### config.mk
export PLATFORM = sky130hd
export DESIGN_NAME = byq_port
export DESIGN_NICKNAME = d
export VERILOG_FILES = /design/src/rtl/byq_pkg.sv /design/src/rtl/byq_store.sv /design/src/rtl/byq_ctrl.sv /design/src/rtl/byq_port.sv
export SDC_FILE = /design/constraint.sdc
export NUM_CORES = 1
export LEC_CHECK = 0
export BUFFER_PORTS_ARGS = -buffer_cell sky130_fd_sc_hd__clkbuf_2
export CAP_MARGIN = 20
export CORE_MARGIN = 5
export CORE_UTILIZATION = 40
export DETAILED_ROUTE_END_ITERATION = 8
export HOLD_SLACK_MARGIN = 0.1
export PLACE_DENSITY = 0.63
export SLEW_MARGIN = 40
export SYNTH_ARGS = -nofsm -noshare
export SYNTH_HDL_FRONTEND = slang
export SYNTH_HIERARCHICAL = 1
export SYNTH_SLANG_ARGS = --single-unit
### constraint.sdc
create_clock -name clk -period 7.1 [get_ports clk]
set_clock_uncertainty 0.1 [all_clocks]
set_input_delay 1.42 -clock clk [delete_from_list [all_inputs] [get_ports clk]]
set_output_delay 1.42 -clock clk [all_outputs]
set_load 0.05 [all_outputs]
### src/rtl/byq_pkg.sv
package byq_pkg;
    typedef enum logic [1:0] {
        Q_IDLE = 2'd0,
        Q_HOLD = 2'd1,
        Q_FULL = 2'd2
    } qstate_t;
endpackage

### src/rtl/byq_store.sv
module byq_store #(
    parameter int DATA_W = 32,
    parameter int DEPTH  = 4,
    localparam int PTR_W = (DEPTH > 1) ? $clog2(DEPTH) : 1,
    localparam int CNT_W = $clog2(DEPTH + 1)
) (
    input  logic              clk,
    input  logic              rst_n,
    input  logic              push,
    input  logic              pop,
    input  logic [DATA_W-1:0] wdata,
    output logic [DATA_W-1:0] head,
    output logic [CNT_W-1:0]  count
);
    logic [DATA_W-1:0] slots [DEPTH];
    logic [PTR_W-1:0]  wr_ptr, rd_ptr;

    function automatic logic [PTR_W-1:0] step(input logic [PTR_W-1:0] p);
        return (p == PTR_W'(DEPTH - 1)) ? '0 : p + PTR_W'(1);
    endfunction

    always_ff @(posedge clk) begin
        if (!rst_n) begin
            wr_ptr <= '0;
            rd_ptr <= '0;
            count  <= '0;
        end else begin
            if (push) wr_ptr <= step(wr_ptr);
            if (pop)  rd_ptr <= step(rd_ptr);
            count <= count + CNT_W'(push) - CNT_W'(pop);
        end
    end

    always_ff @(posedge clk) begin
        if (push) slots[wr_ptr] <= wdata;
    end

    assign head = slots[rd_ptr];

    // occupancy can fall only when a pop was commanded
    a_r8_pop_only_on_grant: assert property (@(posedge clk) disable iff (!rst_n)
        (count < $past(count)) |-> $past(pop));
    a_r6_count_bounded: assert property (@(posedge clk) disable iff (!rst_n)
        count <= CNT_W'(DEPTH));
endmodule

### src/rtl/byq_ctrl.sv
module byq_ctrl
    import byq_pkg::*;
#(
    parameter int DEPTH = 4,
    parameter int SLACK = 1,
    localparam int CNT_W  = $clog2(DEPTH + 1),
    localparam int THRESH = DEPTH - SLACK
) (
    input  logic             clk,
    input  logic             rst_n,
    input  logic             in_valid,
    input  logic             grant,
    input  logic [CNT_W-1:0] count,
    output logic             empty,
    output logic             push,
    output logic             pop,
    output logic             stall
);
    qstate_t          state_q, state_d;
    logic             bypass;
    logic [CNT_W-1:0] cnt_nxt;

    // output process
    always_comb begin
        bypass = 1'b0;
        push   = 1'b0;
        pop    = 1'b0;
        unique case (state_q)
            Q_IDLE: begin
                bypass = in_valid & grant;
                push   = in_valid & ~grant;
            end
            Q_HOLD: begin
                pop  = grant;
                push = in_valid;
            end
            Q_FULL: begin
                pop  = grant;
                push = in_valid & grant;
            end
            default: ;
        endcase
    end

    assign empty   = (state_q == Q_IDLE);
    assign cnt_nxt = count + CNT_W'(push) - CNT_W'(pop);

    always_comb begin
        state_d = state_q;
        unique case (state_q)
            Q_IDLE: if (push) state_d = (DEPTH == 1) ? Q_FULL : Q_HOLD;
            Q_HOLD, Q_FULL: begin
                if (cnt_nxt == '0)                state_d = Q_IDLE;
                else if (cnt_nxt == CNT_W'(DEPTH)) state_d = Q_FULL;
                else                              state_d = Q_HOLD;
            end
            default: state_d = Q_IDLE;
        endcase
    end

    // state register
    always_ff @(posedge clk) begin
        if (!rst_n) begin
            state_q <= Q_IDLE;
            stall   <= 1'b0;
        end else begin
            state_q <= state_d;
            stall   <= (cnt_nxt >= CNT_W'(THRESH));
        end
    end

    // bypass happens only with nothing stored
    a_r2_bypass_when_empty: assert property (@(posedge clk) disable iff (!rst_n)
        bypass |-> (count == '0));
    // the state agrees with the storage count
    a_r3_state_tracks_count: assert property (@(posedge clk) disable iff (!rst_n)
        (state_q == Q_IDLE) == (count == '0));
    // a legal sender never hits a full queue without a grant
    a_r6_no_overflow: assert property (@(posedge clk) disable iff (!rst_n)
        (state_q == Q_FULL && in_valid) |-> grant);
endmodule

### src/rtl/byq_port.sv
module byq_port #(
    parameter int DATA_W = 32,
    parameter int DEPTH  = 4,
    parameter int SLACK  = 1,
    localparam int CNT_W  = $clog2(DEPTH + 1),
    localparam int THRESH = DEPTH - SLACK
) (
    input  logic              clk,
    input  logic              rst_n,
    input  logic              link_valid,
    input  logic [DATA_W-1:0] link_flit,
    output logic              link_stall,
    output logic              sw_req,
    output logic [DATA_W-1:0] sw_flit,
    input  logic              sw_grant
);
    logic              empty, push, pop;
    logic [DATA_W-1:0] head;
    logic [CNT_W-1:0]  count;

    byq_ctrl #(.DEPTH(DEPTH), .SLACK(SLACK)) u_ctrl (
        .clk(clk), .rst_n(rst_n), .in_valid(link_valid), .grant(sw_grant),
        .count(count), .empty(empty), .push(push), .pop(pop), .stall(link_stall)
    );

    byq_store #(.DATA_W(DATA_W), .DEPTH(DEPTH)) u_store (
        .clk(clk), .rst_n(rst_n), .push(push), .pop(pop),
        .wdata(link_flit), .head(head), .count(count)
    );

    assign sw_req  = link_valid | ~empty;
    assign sw_flit = empty ? link_flit : head;

    // a stored head always wins the switch port
    a_r4_head_first: assert property (@(posedge clk) disable iff (!rst_n)
        (count != '0) |-> (sw_req && sw_flit == head));
    // back-pressure reflects the stored count against the threshold
    a_r5_stall_threshold: assert property (@(posedge clk) disable iff (!rst_n)
        link_stall == (count >= CNT_W'(THRESH)));
    // no grant without request changes storage
    a_r7_idle_grant: assert property (@(posedge clk) disable iff (!rst_n)
        (!sw_req && sw_grant) |=> $stable(count));
endmodule

==> results of run 1 <==
## Yosys cell counts
| cell | count |
|---|---|
| ha_1 | 13 |
| nand2_1 | 1 |
| nor3b_1 | 3 |
| and2_1 | 6 |
| or3_1 | 1 |
| xnor3_1 | 1 |
| o221ai_2 | 1 |
| nor2b_1 | 9 |
| buf_12 | 6 |
| nand4b_1 | 1 |
| mux2i_1 | 2 |
| mux4_1 | 2 |
| buf_6 | 2 |
| o22ai_1 | 1 |
| fa_1 | 2 |
| buf_2 | 3 |
| o21a_1 | 3 |
| edfxtp_1 | 128 |
| xor3_2 | 1 |
| dfxtp_1 | 12 |
| mux2_2 | 3 |
| mux4_2 | 30 |
| a21oi_1 | 2 |
| xnor2_1 | 1 |
| o221a_1 | 1 |
| mux2_4 | 29 |
| a2bb2oi_2 | 1 |
| inv_1 | 11 |
| nand2b_1 | 3 |
## logic make-up (layout without fill, tap and decap cells)
family / count (synthesis) / after routing
mux: 66 / 66
compound gates: 9 / 9
xor+xnor: 3 / 3
fa+ha+maj: 15 / 15
buf+inv: 22 / 114
simple gates: 24 / 24
flops: 140 / 140
## state kept, by name (all words and copies together), names as in the netlist, named ones only
signal and cells:
u_store/wr_ptr 2, u_store/rd_ptr 2, u_store/slots 128, u_ctrl/state_q 2, u_store/count 3, u_ctrl/stall 1
## power by group through the flow
| stage | sequential (mW) | clock (mW) | combinational [mW] |
|---|---|---|---|
| after floorplan | 1.05 | 0 | 0.855 |
| after global placement | 1.06 | 0 | 0.966 |
| after detailed placement | 1.06 | 0 | 0.975 |
| after CTS | 1.05 | 0.875 | 0.979 |
| after global routing | 1.05 | 0.919 | 1.03 |
| final | 1.04 | 0.852 | 0.961 |
## path summary, 6_finish.rpt
path | endpoint | slack [ns]
setup / recovery | sw_flit[31] | 2.98
hold / removal | register | 0.45
setup reg to reg | u_ctrl/state_q[0] | 3.02
hold reg to reg | register | 0.45
## routing by layer
metal / routed length, um / track usage (%) / share of wire (%)
met1: 4650 / 16.1 / 44
met2: 5310 / 21.2 / 50
met3: 498 / 4.50 / 4.7
met4: 76 / 2.88 / 0.72
met5: 0 / 0 / 0
## cells in the final DEF, fill, tap and decap left out, drive strengths merged
master    instances
edfxtp          128
clkbuf           86
mux4             32
mux2             32
ha               13
dfxtp            12
inv              11
clkinv           10
nor2b             9
and2              6
nand2b            3
bufinv            3
nor3b             3
o21a              3
clkinvlp          2
buf               2
a21oi             2
fa                2
mux2i             2
or3               1
xnor2             1
xor3              1
o221ai            1
nand4b            1
nand2             1
a2bb2oi           1
o22ai             1
o221a             1
xnor3             1
## metrics by stage
step / cells / instance area (um^2) / util [%] / hold WS, ns
after global routing: 555 / 7020 / 48.1 / 0.474
after detailed placement: 523 / 6440 / 44.2 / 0.433
after floorplan: 279 / 5990 / - / 0.379
after CTS: 555 / 7020 / 48.1 / 0.441
after global placement: 523 / 6440 / 44.1 / 0.395
final: 555 / 7020 / 48.1 / 0.446
## critical path: cells and delay by family (launching register included)
family,cells,cell delay (ns)
flip-flops,1,0.56
multiplexers,2,0.90
buffers and inverters,2,0.72
## area by class of cell
| type | count | area share [%] |
|---|---|---|
| clock buffers | 17 | 6.06 |
| inverters | 11 | 0.588 |
| repair buffers | 71 | 5.13 |
| well taps | 184 | 3.28 |
| multi-input cells | 117 | 24.5 |
| flip-flops and latches | 140 | 58.2 |
| clock inverters | 15 | 2.21 |
==> metrics, run 1 <==
status completed; area of the multi-input gates 1720 um^2; critical path arrival roughly 2.6 ns; number of gates resized after CTS 0; Routability Congestion a little over 0.7; Final TNS setup 0 ns; Final Power 2.86 mW; maximum vdd drop 0.261 mV; Reg-to-Reg Start u_ctrl/state_q[0]; relative slew slack 52.8%; detailed placer's ending HPWL approximately 6400 um; power per cell area 407 nW/um^2; Fill cells roughly 1200; Slowest cell on crit path mux4_1; fin crit period 4.12 ns; clock power share 29.8%; CP Class register to primary output; first-pass GRT wire length ~17000 um; clk buf depth 2; routed vias 2797; CTS tree yes; worst min path class register to register; TritonRoute pass-1 iters 5; routed len/inst 19.0 um; initial antenna violation count 0; syn_nets 330; Placeable Area 14600 um^2; final worst slack 2.98 ns; Inserted Clock Buffers 17; sequential share of the synthesized area 68.1%; share of power burned in registers 36.5%; Switch Pwr 0.931 mW; pre-CTS WS 3.04 ns; CP endpoint kind primary output; ANT nets after route 0; synth top area cells edfxtp_1 (64%), mux4_2 (11%), mux2_4 (7.3%); Post-Synth XOR/XNOR Area 0.939%; static leakage ~2.5 nW; Root Buffer clkbuf_16; clock sinks 140; diodes inserted 0; fmax 243 MHz; Post-Synth Adder-Cell Area under 10%; die height 132 um; mux cell area share after synthesis 20.3%; Switching Fraction 32.6%; min-delay src u_store/rd_ptr[1]; Max Cap Viol 0; Register Area 4090 um^2; Synth Area in Compound Gates 1.34%; Layout area overhead 17.2%; Yosys reg bits between 100 and 150; Clk pin slew, worst setup/hold paths 0.05 ns; Initial Utilization 41.1%; Slew Limit Fails 0; Clock Latency Late Sink roughly 0.40 ns; CP Max Fanout 22; worst slew pin tran roughly 0.71 ns; Post CTS Setup Buffer Count 0; Critical Path RT 5.58 ns; grt total ovfl 0; CP peak stage delay about 0.61 ns; fin nets 409; CP Cell Sequence buf_4 -> mux4_1 -> mux2_2 -> clkbuf_2; GRT Total Usage 12.7%; Post-CTS Hold Fix Bufs 0; Synth Cell Area 5990 um^2; leading area contributor after synthesis edfxtp_1; site row count 44; Int Power 1.93 mW; proportion of layout cells with a drive suffix above 1 45.6%; DRT iter0 DRCs 185; syn_area_per_cell about 21 um^2; Die Span X 132 um; post-route clock period utilization just under 60%; worst r2r path cells 12; synth unique cells 29; Comb power frac 33.6%; unrepaired setup endpoints after global routing false; final hold violations 0; pin count of the biggest net entering global routing 33; share of the synthesized area in the top cell type 64.1%; Hold Path Cell Cnt 2; post-synthesis cell count 279; Setup Viol. Count Final 0; Ports 70; IO buf count 69; Worst Setup Start Kind register; DR vias/cell 5.04; simple-gate area share of the yosys netlist 2.57%; DR DRC count 0; YS warnings 6; Die ar. about 18000 um^2; main combinational cell family by area after synthesis multiplexers; drt total wl 10500 um; vias in the first global route 3211; CTS H-tree depth 4
Note: power is estimated with default switching activity, not from simulation.
==> inputs of run 2 (changes only) <==
--- a/config.mk
+++ b/config.mk
@@ -5,13 +5,14 @@
 export SDC_FILE = /design/constraint.sdc
 export NUM_CORES = 1
 export LEC_CHECK = 0
+export ABC_AREA = 1
 export BUFFER_PORTS_ARGS = -buffer_cell sky130_fd_sc_hd__clkbuf_2
 export CAP_MARGIN = 20
 export CORE_MARGIN = 5
 export CORE_UTILIZATION = 40
 export DETAILED_ROUTE_END_ITERATION = 8
 export HOLD_SLACK_MARGIN = 0.1
-export PLACE_DENSITY = 0.63
+export PLACE_DENSITY = 0.65
 export SLEW_MARGIN = 40
 export SYNTH_ARGS = -nofsm -noshare
 export SYNTH_HDL_FRONTEND = slang
==> constraint.sdc (replaced) <==
create_clock -name clk -period 3.6 [get_ports clk]
set_clock_uncertainty 0.1 [all_clocks]
set_input_delay 0.72 -clock clk [delete_from_list [all_inputs] [get_ports clk]]
set_output_delay 0.72 -clock clk [all_outputs]
set_load 0.05 [all_outputs]
==> metrics, run 2 <==
Hold WS 0.409 ns (-0.0371 ns); commonest non-fill, non-tap cells in the layout nand2_1 (185), edfxtp_1 (128), inv_1 (94); power per cell area 839 nW/um^2 (+110%); Post CTS Setup Buffer Count 0 (unchanged); final cell count without fillers 880 (+59%); Final TNS setup 0 ns (unchanged); biggest regs u_store/slots x128, u_store/count x3; unrepaired setup endpoints after global routing false; dpl cell area 6730 um^2 (+4.5%); detailed placer's ending HPWL 7570 um (+18%); CTS tree yes; vias in the first global route 4180 (+30%); fin crit period just over 3 ns; maximum vdd drop 0.485 mV (+86%); drt total wl 12400 um (+18%); Post-synth EDFFs 128 (unchanged); final hold violations 0 (unchanged); sequential share of the synthesized area 64.9% (-3.2 points); CP Class register to primary output; Post-CTS Hold Fix Bufs 0 (unchanged); CP endpoint kind primary output; ANT nets after route 0 (unchanged); Max Cap Viol 0 (unchanged); most flop-heavy register u_store/slots; clock sinks 140 (unchanged); Final Cell Area 7270 um^2 (+3.5%); placed instance count 848 (+62%); proportion of layout cells with a drive suffix above 1 16.4% (-29 points); syn_area_per_cell 10.7 um^2 (-50%); relative slew slack 60.2% (+7.4 points); fmax between 300 and 400 MHz; Inserted Clock Buffers 17 (unchanged); predominant post-synthesis flop cell edfxtp_1; number of gates resized after CTS 0 (unchanged); CP Max Fanout 25 (+14%); synth unique cells 22 (-24%); GRT Total Usage 14.3% (+1.6 points); DR DRC count 0 (unchanged); fin nets 707 (+73%); post-synthesis cell count 588 (+110%); most common cell after layout, fill and taps aside nand2_1; DR vias/cell 4.66 (-7.6%); pin count of the biggest net entering global routing 81 (+150%); TritonRoute pass-1 iters 4 (-1); post-route clock period utilization 85.9%; Clock Latency Late Sink 0.41 ns (about the same); commonest cells in the synthesized netlist nand2_1 (185), edfxtp_1 (128), inv_1 (94); diodes inserted 0 (unchanged); YS warnings 6 (unchanged); Layout area overhead 15.6%; IO buf count 69 (unchanged); static leakage 3.10 nW (+22%); site row count 45 (+2.3%); Synth Cell Area 6290 um^2 (+4.9%); worst slew pin tran 0.597 ns (-0.111 ns); grt total ovfl 0 (unchanged); Root Buffer clkbuf_16; Initial Utilization 41.1% (about the same); Die ar. 18300 um^2 (+4.6%); count leader, synth nand2_1; Die Span X 135 um (+2.3%); Ports 70 (unchanged); critical path arrival 2.27 ns (-0.33 ns); DRT iter0 DRCs 152 (-18%); Setup Viol. Count Final 0 (unchanged); Clk pin slew, worst setup/hold paths 0.05 ns (about the same); Worst Setup Start Kind register; share of the synthesized area in the top cell type 61.1% (-3.0 points); max reg flops 128 (unchanged); routed len/inst 14.1 um (-26%); die height 135 um (+2.3%); synth top area cells edfxtp_1 (61%), nand2_1 (11%), inv_1 (5.6%); routed vias 4098 (+47%); Yosys reg bits 140 (unchanged); CTS H-tree depth 4 (unchanged); Placeable Area 15300 um^2 (+5.0%); syn_nets 639 (+94%); Slew Limit Fails 0 (unchanged); status completed; Async S/R FF share, synth 0% (unchanged); initial antenna violation count 0 (unchanged); first-pass GRT wire length 20300 um (+17%); clk buf depth 2 (unchanged); Routability Congestion 0.752 (+6.1%); Fill cells 1408 (+17%); worst min path class register to register; Critical Path RT 2.78 ns (-2.80 ns); leading area contributor after synthesis edfxtp_1
-- run 2: changes by cell type after synthesis, moves of 27 or more --
cell	before	now
o211ai_1	0	32
mux2_4	29	0
a21oi_1	2	36
nand2_1	1	185
mux4_2	30	0
o21ai_0	0	27
inv_1	11	94
-- run 2: path summary, 6_finish.rpt --
kind / start / end / slack, ns / cells past startpoint
worst max-delay path: u_ctrl/state_q[0] / sw_flit[31] / 0.51 / 6
worst min register to register: u_store/rd_ptr[0] / register / 0.41 / 2
worst min-delay path: u_store/rd_ptr[0] / register / 0.41 / 2
worst max register to register: u_ctrl/state_q[0] / u_ctrl/state_q[1] / 0.72 / 15
-- run 2: metrics by stage --
step / utilization (%) / power (mW) / setup WS, ns
6_report: 47.5 / 6.10 / 0.507
5_1_grt: 47.5 / 6.50 / 0.339
4_1_cts: 47.5 / 6.18 / 0.486
3_5_place_dp: 44.0 / 4.57 / 0.747
3_3_place_gp: 44.0 / 4.51 / 0.874
2_1_floorplan: - / 4.11 / 1.19
-- run 2: power breakdown --
| part | leakage [nW] | switching, mW | internal [mW] | total [mW] |
|---|---|---|---|---|
| Combinational | 1.57 | 1.76 | 0.597 | 2.36 |
| Sequential | 1.26 | 0.139 | 2.02 | 2.16 |
| Clock | 0.271 | 0.588 | 1.00 | 1.59 |
-- run 2: layout make-up --
| cell class | instances | area, um^2 | area share [%] |
|---|---|---|---|
| Clock buffer | 21 | 440 | 6.06 |
| Clock inverter | 11 | 101 | 1.39 |
| Inverter | 96 | 363 | 4.99 |
| Multi-Input combinational cell | 324 | 1600 | 22.0 |
| Sequential cell | 140 | 4090 | 56.2 |
| Tap cell | 211 | 264 | 3.63 |
| Timing Repair Buffer | 77 | 418 | 5.75 |
-- run 2: critical path: stages (launching register included) --
cell and delay [ns]:
dfxtp_1 0.33, inv_1 0.11, ha_2 0.58, buf_4 0.36, nand2_1 0.07, nand2_1 0.12, clkbuf_2 0.29
-- run 2: metal layers --
layer	up-vias	GRT usage [%]	wire length, um
met5	-	0	0
met4	0	5.77	138
met3	7	3.97	805
met2	102	23.5	6040
met1	1908	17.8	5420
li1	2081	-	-
-- run 2: kinds of logic (layout without fill, tap and decap cells) --
| kind of cell | count (synthesis) | after routing | synth area share (%) |
|---|---|---|---|
| buf+inv | 124 | 205 | 9.71 |
| simple gates | 204 | 204 | 12.5 |
| compound gates | 105 | 105 | 9.69 |
| flops | 140 | 140 | 64.9 |
| fa+ha+maj | 15 | 15 | 3.22 |
==> inputs of run 3 (changes only) <==
--- a/config.mk
+++ b/config.mk
@@ -5,13 +5,13 @@
 export SDC_FILE = /design/constraint.sdc
 export NUM_CORES = 1
 export LEC_CHECK = 0
-export ABC_AREA = 1
 export BUFFER_PORTS_ARGS = -buffer_cell sky130_fd_sc_hd__clkbuf_2
 export CAP_MARGIN = 20
 export CORE_MARGIN = 5
 export CORE_UTILIZATION = 40
+export CTS_BUF_LIST = sky130_fd_sc_hd__clkbuf_4 sky130_fd_sc_hd__clkbuf_8
 export DETAILED_ROUTE_END_ITERATION = 8
-export HOLD_SLACK_MARGIN = 0.1
+export HOLD_SLACK_MARGIN = 0.05
 export PLACE_DENSITY = 0.65
 export SLEW_MARGIN = 40
 export SYNTH_ARGS = -nofsm -noshare
==> metrics, run 3 (synthesis results as in run 1) <==
power per cell area 771 nW/um^2 (-8.1%); Placeable Area 14600 um^2 (-4.7%); Int Power 3.56 mW (-1.6%); Comb power frac 36.2% (-2.4 points); vias in the first global route 3121 (-25%); fmax 320 MHz (-0.96%); RR Endpoint u_ctrl/state_q[0]; initial antenna violation count 0 (unchanged); Routability Congestion 0.745 (-1.0%); Hold WS 0.417 ns (+0.00851 ns); site row count 44 (-2.2%); Layout Utilization 47.6% (+0.14 points); CTS H-tree depth 4 (unchanged); Ports 70 (unchanged); DR vias/cell 5.08 (+9.0%); DRT iter0 DRCs 112 (-26%); Initial Utilization 41.1% (about the same); CP startpoint u_ctrl/state_q[0]; CP Max Fanout 36 (+44%); TritonRoute pass-1 iters 4 (unchanged); drt total wl 10700 um (-14%); first-pass GRT wire length 16600 um (-18%); final hold violations 0 (unchanged); final worst slack 0.477 ns (-0.0299 ns); unrepaired setup endpoints after global routing false; Switching Fraction 33.5% (-7.2 points); CP peak stage delay 0.57 ns (about the same); Fill cells 1224 (-13%); routed vias 2853 (-30%); fin nets 417 (-41%); fin crit period 3.12 ns (+0.0299 ns); most common cell after layout, fill and taps aside edfxtp_1; clock sinks 140 (unchanged); detailed placer's ending HPWL 6770 um (-11%); Root Buffer clkbuf_8; CP Cell Sequence inv_1 -> ha_2 -> buf_4 -> mux2_2 -> clkbuf_2; Die Span X 132 um (-2.2%); max reg flops 128 (unchanged); die height 132 um (-2.2%); DR DRC count 0 (unchanged); pin count of the biggest net entering global routing 37 (-54%); share of power burned in registers 38.0% (+2.7 points); clock power share 25.8% (-0.3 points); pre-CTS WS 0.704 ns (-0.0426 ns); min-delay src u_ctrl/state_q[1]; post-route clock period utilization 86.8% (+0.83 points); IO buf count 69 (unchanged); Reg-to-Reg Start u_ctrl/state_q[0]; Setup Viol. Count Final 0 (unchanged); status completed; reg2reg setup slack 0.89 ns (+0.17 ns); Post-CTS Hold Fix Bufs 0 (unchanged); biggest regs u_store/slots x128, u_store/count x3; CP Class register to primary output; Clk pin slew, worst setup/hold paths 0.07 ns (+0.02 ns); proportion of layout cells with a drive suffix above 1 47.9% (+31 points); critical path arrival 2.30 ns (+0.03 ns); Die ar. 17500 um^2 (-4.4%); routed len/inst 19.0 um (+35%); maximum vdd drop 0.414 mV (-15%); Final TNS setup 0 ns (unchanged); hold path endpoint u_ctrl/state_q[1]; GRT Total Usage 12.5% (-1.8 points); worst r2r path cells 11 (-4); static leakage 2.54 nW (-18%); Post CTS Setup Buffer Count 0 (unchanged); CTS tree yes; commonest non-fill, non-tap cells in the layout edfxtp_1 (128), clkbuf_2 (69), mux4_2 (30); Clock Latency Late Sink 0.43 ns (+0.02 ns); clk buf depth 2 (unchanged); most flop-heavy register u_store/slots; diodes inserted 0 (unchanged); Slowest cell on crit path buf_4; Switch Pwr 1.80 mW (-28%); Max Cap Viol 0 (unchanged); CP endpoint kind primary output; grt total ovfl 0 (unchanged); ANT nets after route 0 (unchanged); Final Cell Area 6950 um^2 (-4.5%); dpl cell area 6510 um^2 (-3.3%); Layout area overhead 15.9%; number of gates resized after CTS 0 (unchanged); Slew Limit Fails 0 (unchanged); Critical Path RT 2.78 ns (about the same); relative slew slack 52.3% (-7.8 points); worst min path class register to register; Worst Setup Start Kind register; Hold Path Cell Cnt 2 (unchanged); worst slew pin tran 0.715 ns (+0.118 ns); Inserted Clock Buffers 17 (unchanged)
run 3: worst max path at each step:
| stage | to | slack, ns | cells after the start |
|---|---|---|---|
| 6_report | sw_flit[0] | 0.48 | 5 |
| 5_1_grt | sw_flit[0] | 0.32 | 5 |
| 4_1_cts | sw_flit[0] | 0.40 | 5 |
| 3_5_place_dp | u_ctrl/state_q[0] | 0.70 | 10 |
| 3_3_place_gp | u_ctrl/state_q[0] | 0.77 | 10 |
| 2_1_floorplan | u_store/slots[0][0] | 0.77 | 3 |
run 3: routing by layer:
metal | wire length (um) | vias up | track usage, %
met4 | 125 | 0 | 4.07
met5 | 0 | - | 0
li1 | - | 1295 | -
met2 | 5280 | 76 | 19.7
met1 | 4640 | 1470 | 15.9
met3 | 626 | 12 | 4.62
run 3: cell type report:
| cell class | instances | area, um^2 | area share [%] |
|---|---|---|---|
| flip-flops and latches | 140 | 4090 | 58.8 |
| multi-input cells | 117 | 1720 | 24.7 |
| repair buffers | 79 | 433 | 6.23 |
| clock buffers | 18 | 241 | 3.47 |
| well taps | 184 | 230 | 3.31 |
| clock inverters | 13 | 199 | 2.86 |
| inverters | 11 | 41.3 | 0.594 |
run 3: through the flow:
stage                     std cells  total power [mW]
after floorplan                 279              3.75
after global placement          531              4.00
after detailed placement        531              4.04
after CTS                       562              5.42
after global routing            562              5.61
final                           562              5.36
run 3: power groups by stage:
stage / sequential (mW) / combinational, mW / clock [mW]
after CTS: 2.04 / 1.97 / 1.41
after floorplan: 2.06 / 1.69 / 0
final: 2.03 / 1.94 / 1.38
after global placement: 2.06 / 1.94 / 0
after global routing: 2.05 / 2.07 / 1.49
after detailed placement: 2.07 / 1.96 / 0
run 3: critical path, delay by kind of cell, from the launching register on:
kind,cells,cell delay (ns)
buf+inv,3,0.91
mux,1,0.43
flops,1,0.34
fa+ha+maj,1,0.18
